$ cat src/rtl/gpio_expander_2w.sv
module gpio_expander_2w #(
  parameter int         FILT_LEN = 4,
  parameter logic [3:0] ADDR_HI  = 4'b0011
) (
  input  logic       clk,
  input  logic       rst_n,
  input  logic [2:0] addr_sel,
  input  logic       scl_in,
  input  logic       sda_in,
  output logic       sda_pull,
  input  logic [7:0] pin_in,
  output logic [7:0] pin_out,
  output logic [7:0] pin_oe
);
  localparam int CW = $clog2(FILT_LEN + 1);
  localparam logic [CW-1:0] FMAX = CW'(FILT_LEN - 1);

  typedef enum logic [2:0] {S_IDLE, S_ADDR, S_AACK, S_WR, S_WACK, S_RD, S_MACK} st_t;

  logic [1:0]    s1, s2, filt, filt_d;
  logic [CW-1:0] fcnt [2];

  always_ff @(posedge clk or negedge rst_n) begin
    if (!rst_n) begin
      s1 <= 2'b11; s2 <= 2'b11; filt <= 2'b11; filt_d <= 2'b11;
      for (int k = 0; k < 2; k++) fcnt[k] <= '0;
    end else begin
      s1 <= {scl_in, sda_in};
      s2 <= s1;
      filt_d <= filt;
      for (int k = 0; k < 2; k++) begin
        if (s2[k] == filt[k]) fcnt[k] <= '0;
        else if (fcnt[k] == FMAX) begin
          filt[k] <= s2[k];
          fcnt[k] <= '0;
        end else fcnt[k] <= fcnt[k] + 1'b1;
      end
    end
  end

  wire scl_f    = filt[1];
  wire sda_f    = filt[0];
  wire scl_rise = scl_f & ~filt_d[1];
  wire scl_fall = ~scl_f & filt_d[1];
  wire start_ev = scl_f & filt_d[1] & filt_d[0] & ~sda_f;
  wire stop_ev  = scl_f & filt_d[1] & ~filt_d[0] & sda_f;

  st_t        state;
  logic [7:0] sh, out_q, pol_q, cfg_q;
  logic [3:0] cnt;
  logic [1:0] ptr;
  logic       rw, cmd_next, pull;
  logic [7:0] rd_val;

  always_comb begin
    case (ptr)
      2'd0:    rd_val = pin_in ^ pol_q;
      2'd1:    rd_val = out_q;
      2'd2:    rd_val = pol_q;
      default: rd_val = cfg_q;
    endcase
  end

  wire addr_hit = (sh[7:1] == {ADDR_HI, addr_sel});

  always_ff @(posedge clk or negedge rst_n) begin
    if (!rst_n) begin
      state <= S_IDLE; sh <= '0; cnt <= '0; ptr <= '0;
      rw <= 1'b0; cmd_next <= 1'b0; pull <= 1'b0;
      out_q <= 8'h00; pol_q <= 8'h00; cfg_q <= 8'hFF;
    end else if (start_ev) begin
      state <= S_ADDR; cnt <= '0; pull <= 1'b0;
    end else if (stop_ev) begin
      state <= S_IDLE; pull <= 1'b0;
    end else begin
      case (state)
        S_ADDR, S_WR: begin
          if (scl_rise) begin
            sh  <= {sh[6:0], sda_f};
            cnt <= cnt + 4'd1;
          end else if (scl_fall && cnt == 4'd8) begin
            if (state == S_ADDR) begin
              if (addr_hit) begin
                state <= S_AACK; pull <= 1'b1; rw <= sh[0];
              end else state <= S_IDLE;
            end else begin
              state <= S_WACK; pull <= 1'b1;
              if (cmd_next) begin
                ptr <= sh[1:0]; cmd_next <= 1'b0;
              end else begin
                case (ptr)
                  2'd1:    out_q <= sh;
                  2'd2:    pol_q <= sh;
                  2'd3:    cfg_q <= sh;
                  default: ;
                endcase
              end
            end
          end
        end
        S_AACK: if (scl_fall) begin
          cnt <= '0;
          if (rw) begin
            sh <= rd_val; pull <= ~rd_val[7]; state <= S_RD;
          end else begin
            pull <= 1'b0; cmd_next <= 1'b1; state <= S_WR;
          end
        end
        S_WACK: if (scl_fall) begin
          pull <= 1'b0; cnt <= '0; state <= S_WR;
        end
        S_RD: if (scl_fall) begin
          if (cnt == 4'd7) begin
            pull <= 1'b0; state <= S_MACK;
          end else begin
            sh <= {sh[6:0], 1'b0}; pull <= ~sh[6]; cnt <= cnt + 4'd1;
          end
        end
        S_MACK: begin
          if (scl_rise && sda_f) state <= S_IDLE;
          else if (scl_fall) begin
            sh <= rd_val; pull <= ~rd_val[7]; cnt <= '0; state <= S_RD;
          end
        end
        default: ;
      endcase
    end
  end

  assign sda_pull = pull;
  assign pin_out  = {out_q[7:1], 1'b0};
  assign pin_oe   = {~cfg_q[7:1], ~cfg_q[0] & ~out_q[0]};


  foreign_addr_chk: assert property (@(posedge clk) disable iff (!rst_n)
    (state == S_ADDR && scl_fall && cnt == 4'd8 && !addr_hit && !start_ev && !stop_ev)
      |=> (state == S_IDLE && !sda_pull));

  reg_write_only_chk: assert property (@(posedge clk) disable iff (!rst_n)
    !(state == S_WR && scl_fall && cnt == 4'd8 && !cmd_next)
      |=> $stable({out_q, pol_q, cfg_q}));

  dir_input_chk: assert property (@(posedge clk) disable iff (!rst_n)
    (pin_oe[7:1] & cfg_q[7:1]) == 7'd0);

  od_release_chk: assert property (@(posedge clk) disable iff (!rst_n)
    out_q[0] |-> !pin_oe[0]);

  nack_release_chk: assert property (@(posedge clk) disable iff (!rst_n)
    (state == S_MACK && scl_rise && sda_f && !stop_ev && !start_ev)
      |=> (state == S_IDLE && !sda_pull));

  stop_release_chk: assert property (@(posedge clk) disable iff (!rst_n)
    stop_ev |=> !sda_pull);

  filter_follow_chk: assert property (@(posedge clk) disable iff (!rst_n)
    !$stable(filt[1]) |-> $past(s2[1]) == filt[1]);
endmodule

$ cat config.mk
export PLATFORM = sky130hd
export DESIGN_NAME = gpio_expander_2w
export DESIGN_NICKNAME = d
export VERILOG_FILES = /design/src/rtl/gpio_expander_2w.sv
export SDC_FILE = /design/constraint.sdc
export NUM_CORES = 1
export LEC_CHECK = 0
export CAP_MARGIN = 10
export CORE_MARGIN = 4
export CORE_UTILIZATION = 52
export CTS_CLUSTER_DIAMETER = 30
export DETAILED_ROUTE_END_ITERATION = 8
export PLACE_DENSITY = 0.77
export SLEW_MARGIN = 20
export SYNTH_ARGS = -nofsm -noshare
export SYNTH_HDL_FRONTEND = slang
export SYNTH_SLANG_ARGS = --single-unit
$ cat constraint.sdc
create_clock -name clk -period 1.7 [get_ports clk]
set_input_delay 0.17 -clock clk [delete_from_list [all_inputs] [get_ports clk]]
set_output_delay 0.17 -clock clk [all_outputs]
set_load 0.05 [all_outputs]
==> impl_metrics.toml, run 1 <==
[clocking]
worstSkewPairLatency_ns = 0.34
cts_buffers = 9
root_buffer = "clkbuf_8"
clk_pin_slew_worst_paths_ns = 0.07
clock_sinks = 58
htreeDepth = 3
cts.path.max_buffers = 2
cts_tree = "built"

[yosys]
synth_ff_type = "dfrtp_1"
ys_warn_count = 0
synth_top_cell_by_area = "dfrtp_1"
synth_cells = 307
avgSynthCellArea_um2 = 10.6
ys_seq_elements = 58
synth_area_leaders = "dfrtp_1 (32%), mux2_2 (15%), dfstp_2 (13%)"
synth_edf_count = 0
async_flop_share = 1.00
synth-seq-area-share = 0.452
synth.distinct_cells = 56
synth_top_area_share = 0.323
synthesis.area_um2 = 3250
synth_nets = 326

[die]
core_area_um2 = 5990
chipWidth_um = 87.1
die_h_um = 87.1
ioPinCount = 32
die_area_um2 = 7590
row_count = 28
initial_utilization = 0.543

[placement]
gp_congestion = 0.884
post-place-ws_ns = -0.263
io_buffer_count = 30
post-dp-hpwl_um = 5200

[timing]
setup_viol = 44
max_slew_margin = 0.666
worstMarginPinSlew_ns = 0.500
skew_ns = 0.00937
rsz0062_at_grt = "yes"
fmax_mhz = 493
fin_crit_sh = 1.19
report.final.slew_viol_count = 0
final_hold_viol_count = 0
fin_ws_ns = -0.330
worst_hold_slack_ns = 0.235
final.min_clock_period_ns = 2.03

[hold_path]
min_path_cells = 1
whs_endpoint = "s1[1]"
hp-start = "scl_in"
holdCritPathClass = "input port to register"

[grt]
grt_pass1_vias = 2744
grt_max_degree = 59
gr-usage-all-layers = 0.239
grt_pass1_wl_um = 13900
antenna_found_initial = 0
grt_overflow = 0

[power_and_ir_drop]
p_per_area_nw_per_um2 = 1440
p_leak_nw = 2.01
irDropWorstVdd_v = 0.000907

[final_layout]
n_antenna_cell = 0
drive_gt1_frac = 0.466
syn_to_final_growth_pct = 38.8
fin_nets = 415

[setup_path]
cp_max_fo = 8
crit_path_end_kind = "register"
r2r_setup_slack_ns = -0.33
rr_worst_depth = 8
r2r_start = "cnt[1]"
arrival_ns = 2.26
timing.rr.end = "pol_q[6]"
path_class = "register to register"
worst_ep_required_time_ns = 1.93
cp-start-kind = "register"

[outcome]
violations = "negative setup slack"
status = "complete, but fails checks"

[route]
dr.pass1.iters = 5
ant_nets = 0
via_count = 2805
wl_per_cell_um = 19.1
drt_wl_total_um = 9070
viasPerCell = 5.89
drc_errors = 0
drt_iter0_drc = 252

[job]
maxCapViolCount = 0
-- through the flow --
step                cells   util  TNS [ns]  area [um^2]  power, W
floorplan             307      -     -1.95         3320   0.00351
global placement      444  0.668     -4.77         4000   0.00445
detailed placement    444  0.668     -7.89         4000   0.00452
CTS                   467  0.722     -6.29         4330   0.00594
global route          476  0.754    -13.28         4520   0.00687
finish                476  0.754    -10.18         4520   0.00650
-- state kept, by name, summed over array words and instances, names as in the netlist, 3 cells and up --
name,flops
cfg_q,8
out_q,8
pol_q,8
sh,8
fcnt,6
cnt,4
state,3
-- worst max-delay path: stages (launching register included) --
cell and delay (ns):
dfrtp_1 0.42, inv_1 0.07, ha_1 0.13, and3b_2 0.25
nand3_4 0.11, nor4_4 0.30, buf_4 0.20, nand3b_4 0.15
mux2_2 0.31
-- synth_stat cells (4+ instances only) --
| cell | number |
|---|---|
| dfrtp_1 | 42 |
| nand2b_1 | 5 |
| mux2_2 | 43 |
| nor2_1 | 8 |
| nor3_1 | 12 |
| a21oi_1 | 14 |
| nand3_1 | 4 |
| nor3b_1 | 5 |
| dfstp_2 | 16 |
| nor2b_1 | 7 |
| mux2i_1 | 12 |
| buf_2 | 8 |
| inv_1 | 15 |
| o21ai_0 | 20 |
| nand2_1 | 23 |
| buf_4 | 10 |
| ha_1 | 4 |
| xnor2_1 | 5 |
-- per-layer routing --
| metal | vias up | share of wire | track usage |
|---|---|---|---|
| met1 | 1384 | 0.43 | 0.323 |
| met5 | - | 0 | 0 |
| met3 | 31 | 0.054 | 0.0464 |
| li1 | 1277 | - | - |
| met2 | 113 | 0.48 | 0.368 |
| met4 | 0 | 0.035 | 0.117 |
-- area by class of cell --
| cell class | count | area (um^2) |
|---|---|---|
| clock buffer | 11 | 131 |
| inverter | 15 | 56.3 |
| multi-input combinational | 212 | 1860 |
| tap | 75 | 93.8 |
| clock inverter | 5 | 31.3 |
| fill | 377 | 1480 |
| timing repair buffer | 100 | 875 |
| sequential | 58 | 1470 |
-- repair_timing --
item / 4_1_cts / 5_1_grt
gates resized for setup: 36 / 24
hold buffers: 1 / 0
pin swaps: 11 / 14
hold endpoints to repair: 42 / 0
setup endpoints to repair: 53 / 45
buffers inserted: 6 / 9
-- power breakdown --
| part | internal, W | switching, W |
|---|---|---|
| clock network | 0.000524 | 0.000580 |
| logic | 0.00172 | 0.00168 |
| registers | 0.00170 | 0.000299 |
| total | 0.00395 | 0.00256 |
-- how the worst max path moves through the flow --
| stage | start | endpoint | cells past startpoint |
|---|---|---|---|
| 5_1_grt | cnt[1] | pol_q[3] | 8 |
| 4_1_cts | cnt[1] | pol_q[3] | 8 |
| 2_1_floorplan | cnt[0] | sh[1] | 6 |
| 3_3_place_gp | cnt[0] | ptr[1] | 7 |
| 6_report | cnt[1] | pol_q[6] | 8 |
| 3_5_place_dp | cnt[1] | pol_q[1] | 8 |
-- cells in the final DEF, fill, tap and decap left out, types with 3 or more instances in the layout --
| cell type | instances |
|---|---|
| nand2b_1 | 4 |
| clkbuf_8 | 9 |
| dfstp_2 | 16 |
| clkinv_2 | 3 |
| clkdlybuf4s50_1 | 13 |
| o21ai_0 | 17 |
| mux2_4 | 7 |
| dlygate4sd2_1 | 9 |
| nor2_1 | 8 |
| nor2b_1 | 6 |
| nand3b_1 | 3 |
| a21oi_1 | 12 |
| buf_12 | 3 |
| nor3b_1 | 4 |
| mux2_2 | 36 |
| xnor2_1 | 5 |
| o21ai_1 | 3 |
| buf_4 | 62 |
| buf_6 | 10 |
| nand2_1 | 22 |
| mux2i_1 | 12 |
| dfrtp_1 | 41 |
| inv_1 | 15 |
| nand3_2 | 3 |
| nor3_1 | 11 |
| ha_1 | 3 |
-- cells by family (layout without fill, tap and decap cells) --
| logic type | Yosys count | in the layout | synth area share |
|---|---|---|---|
| flip-flops | 58 | 58 | 0.452 |
| multiplexers | 55 | 55 | 0.186 |
| AO/OA/AOI/OAI | 64 | 64 | 0.128 |
| adder cells (fa/ha/maj) | 4 | 4 | 0.0154 |
| other | 1 | 1 | 0.00115 |
| AND/OR/NAND/NOR | 82 | 82 | 0.144 |
| XOR/XNOR | 6 | 6 | 0.0161 |
| buffers and inverters | 37 | 131 | 0.0573 |
No activity file was read; power rests on OpenSTA's default activity.
==> run 2: changes to the inputs <==
- CORE_ASPECT_RATIO: not set -> 1.25
==> run 2 against run 1 <==
The run still ends with negative setup slack left. Core utilization increased by 1.5 points. Sequential power about the same. Maximum frequency up 6.6%. Critical endpoint is now pol_q[3]. Highest routed layer unchanged.
==> impl_metrics.toml, run 2 (synthesis results as in run 1) <==
[outcome]
status = "complete, but fails checks"
violations = "negative setup slack"

[power_and_ir_drop]
clock_power_share = 0.228
total_power_w = 0.00687
intPower_w = 0.00439
p_comb_frac = 0.481
p_leak_nw = 2.01
irDropWorstVdd_v = 0.00104
p_per_area_nw_per_um2 = 1510
p_switching_w = 0.00249
power_switching_share = 0.362
seq_power_share = 0.291

[setup_path]
cp-start-kind = "register"
cp_max_fo = 8
arrival_ns = 2.14
path_class = "register to register"
worst_ep_required_time_ns = 1.94
timing.rr.end = "pol_q[3]"
crit_path_end_kind = "register"
rr_worst_depth = 8
r2r_setup_slack_ns = -0.20
r2r_start = "cnt[1]"

[clocking]
htreeDepth = 3
worstSkewPairLatency_ns = 0.35
cts_buffers = 9
root_buffer = "clkbuf_8"
cts_tree = "built"
cts.path.max_buffers = 2
clock_sinks = 58
clk_pin_slew_worst_paths_ns = 0.07

[route]
wl_per_cell_um = 17.6
drt_wl_total_um = 8350
viasPerCell = 5.69
drc_errors = 0
dr.pass1.iters = 4
ant_nets = 0
drt_iter0_drc = 148
via_count = 2697

[job]
maxCapViolCount = 0

[die]
row_count = 31
chipWidth_um = 78.8
core_area_um2 = 5930
die_area_um2 = 7600
ioPinCount = 32
die_h_um = 96.5
initial_utilization = 0.548

[hold_path]
whs_endpoint = "s1[1]"
min_path_cells = 1
hp-start = "scl_in"
holdCritPathClass = "input port to register"

[grt]
grt_pass1_wl_um = 13100
gr-usage-all-layers = 0.224
antenna_found_initial = 0
grt_overflow = 0
grt_pass1_vias = 2858
grt_max_degree = 59

[timing]
final_hold_viol_count = 0
skew_ns = 0.00861
final.min_clock_period_ns = 1.90
fin_crit_sh = 1.12
report.final.slew_viol_count = 0
max_slew_margin = 0.665
setup_viol = 42
fin_ws_ns = -0.204
fmax_mhz = 525
worstMarginPinSlew_ns = 0.501
rsz0062_at_grt = "yes"

[placement]
io_buffer_count = 30
post-dp-hpwl_um = 5360
gp_congestion = 0.895
place_inst = 443

[final_layout]
n_antenna_cell = 0
layout.cells.non_filler = 474
syn_to_final_growth_pct = 40.2
mostFrequentLayoutCell = "buf_4"
drive_gt1_frac = 0.459
fillCellCount = 389
final_cell_mix = "buf_4 (54), dfrtp_1 (41), mux2_2 (34), nand2_1 (21), dfstp_2 (16)"
fin_nets = 406
run 2: per-stage QoR:
step	TNS (ns)	setup WS, ns	area [um^2]	utilization	hold WS [ns]
4_1_cts	-5.48	-0.190	4310	0.725	0.223
3_5_place_dp	-6.42	-0.236	3960	0.668	0.194
2_1_floorplan	-1.95	-0.131	3320	-	-0.126
5_1_grt	-10.07	-0.313	4560	0.769	0.222
6_report	-6.07	-0.204	4560	0.769	0.222
3_3_place_gp	-4.11	-0.161	3960	0.668	0.195
run 2: layout make-up:
| class | instances | area, um^2 | share of cell area |
|---|---|---|---|
| clock buffers | 13 | 179 | 0.0392 |
| clock inverters | 3 | 68.8 | 0.0151 |
| inverters | 15 | 56.3 | 0.0123 |
| multi-input cells | 212 | 1870 | 0.410 |
| flip-flops and latches | 58 | 1470 | 0.323 |
| well taps | 82 | 103 | 0.0225 |
| repair buffers | 91 | 812 | 0.178 |
run 2: worst max-delay path by stage:
stage	from	endpoint	slack (ns)
finish	cnt[1]	pol_q[3]	-0.20
detailed placement	cnt[0]	cfg_q[1]	-0.24
CTS	cnt[0]	pol_q[3]	-0.19
floorplan	cnt[0]	sh[1]	-0.13
global route	cnt[1]	pol_q[4]	-0.31
global placement	cnt[1]	ptr[0]	-0.16
run 2: critical path, stage by stage, from the launching register on:
cell	delay (ns)
dfrtp_1	0.40
inv_1	0.08
ha_1	0.13
and3b_2	0.23
nand3_4	0.09
nor4_4	0.20
buf_4	0.20
nand3b_4	0.15
mux2_2	0.31
run 2: routing by layer:
layer  vias up  track usage  share of wire
met2        76        0.427           0.55
met3        29       0.0427          0.042
met5         -            0              0
met1      1336        0.237           0.37
met4         0        0.106          0.038
li1       1256            -              -
run 2: power groups by stage:
stage / logic [W] / clock network, W / registers [W]
finish: 0.00330 / 0.00157 / 0.00200
global route: 0.00356 / 0.00164 / 0.00204
CTS: 0.00273 / 0.00157 / 0.00196
detailed placement: 0.00259 / 0 / 0.00196
global placement: 0.00254 / 0 / 0.00195
floorplan: 0.00155 / 0 / 0.00196
run 2: timing repair:
item,4_1_cts,5_1_grt
endpoints found under the setup margin,51,45
hold buffers,1,0
setup buffers,2,12
endpoints found under the hold margin,42,0
gates resized for setup,27,34
gates cloned,0,0
pin swaps,5,15
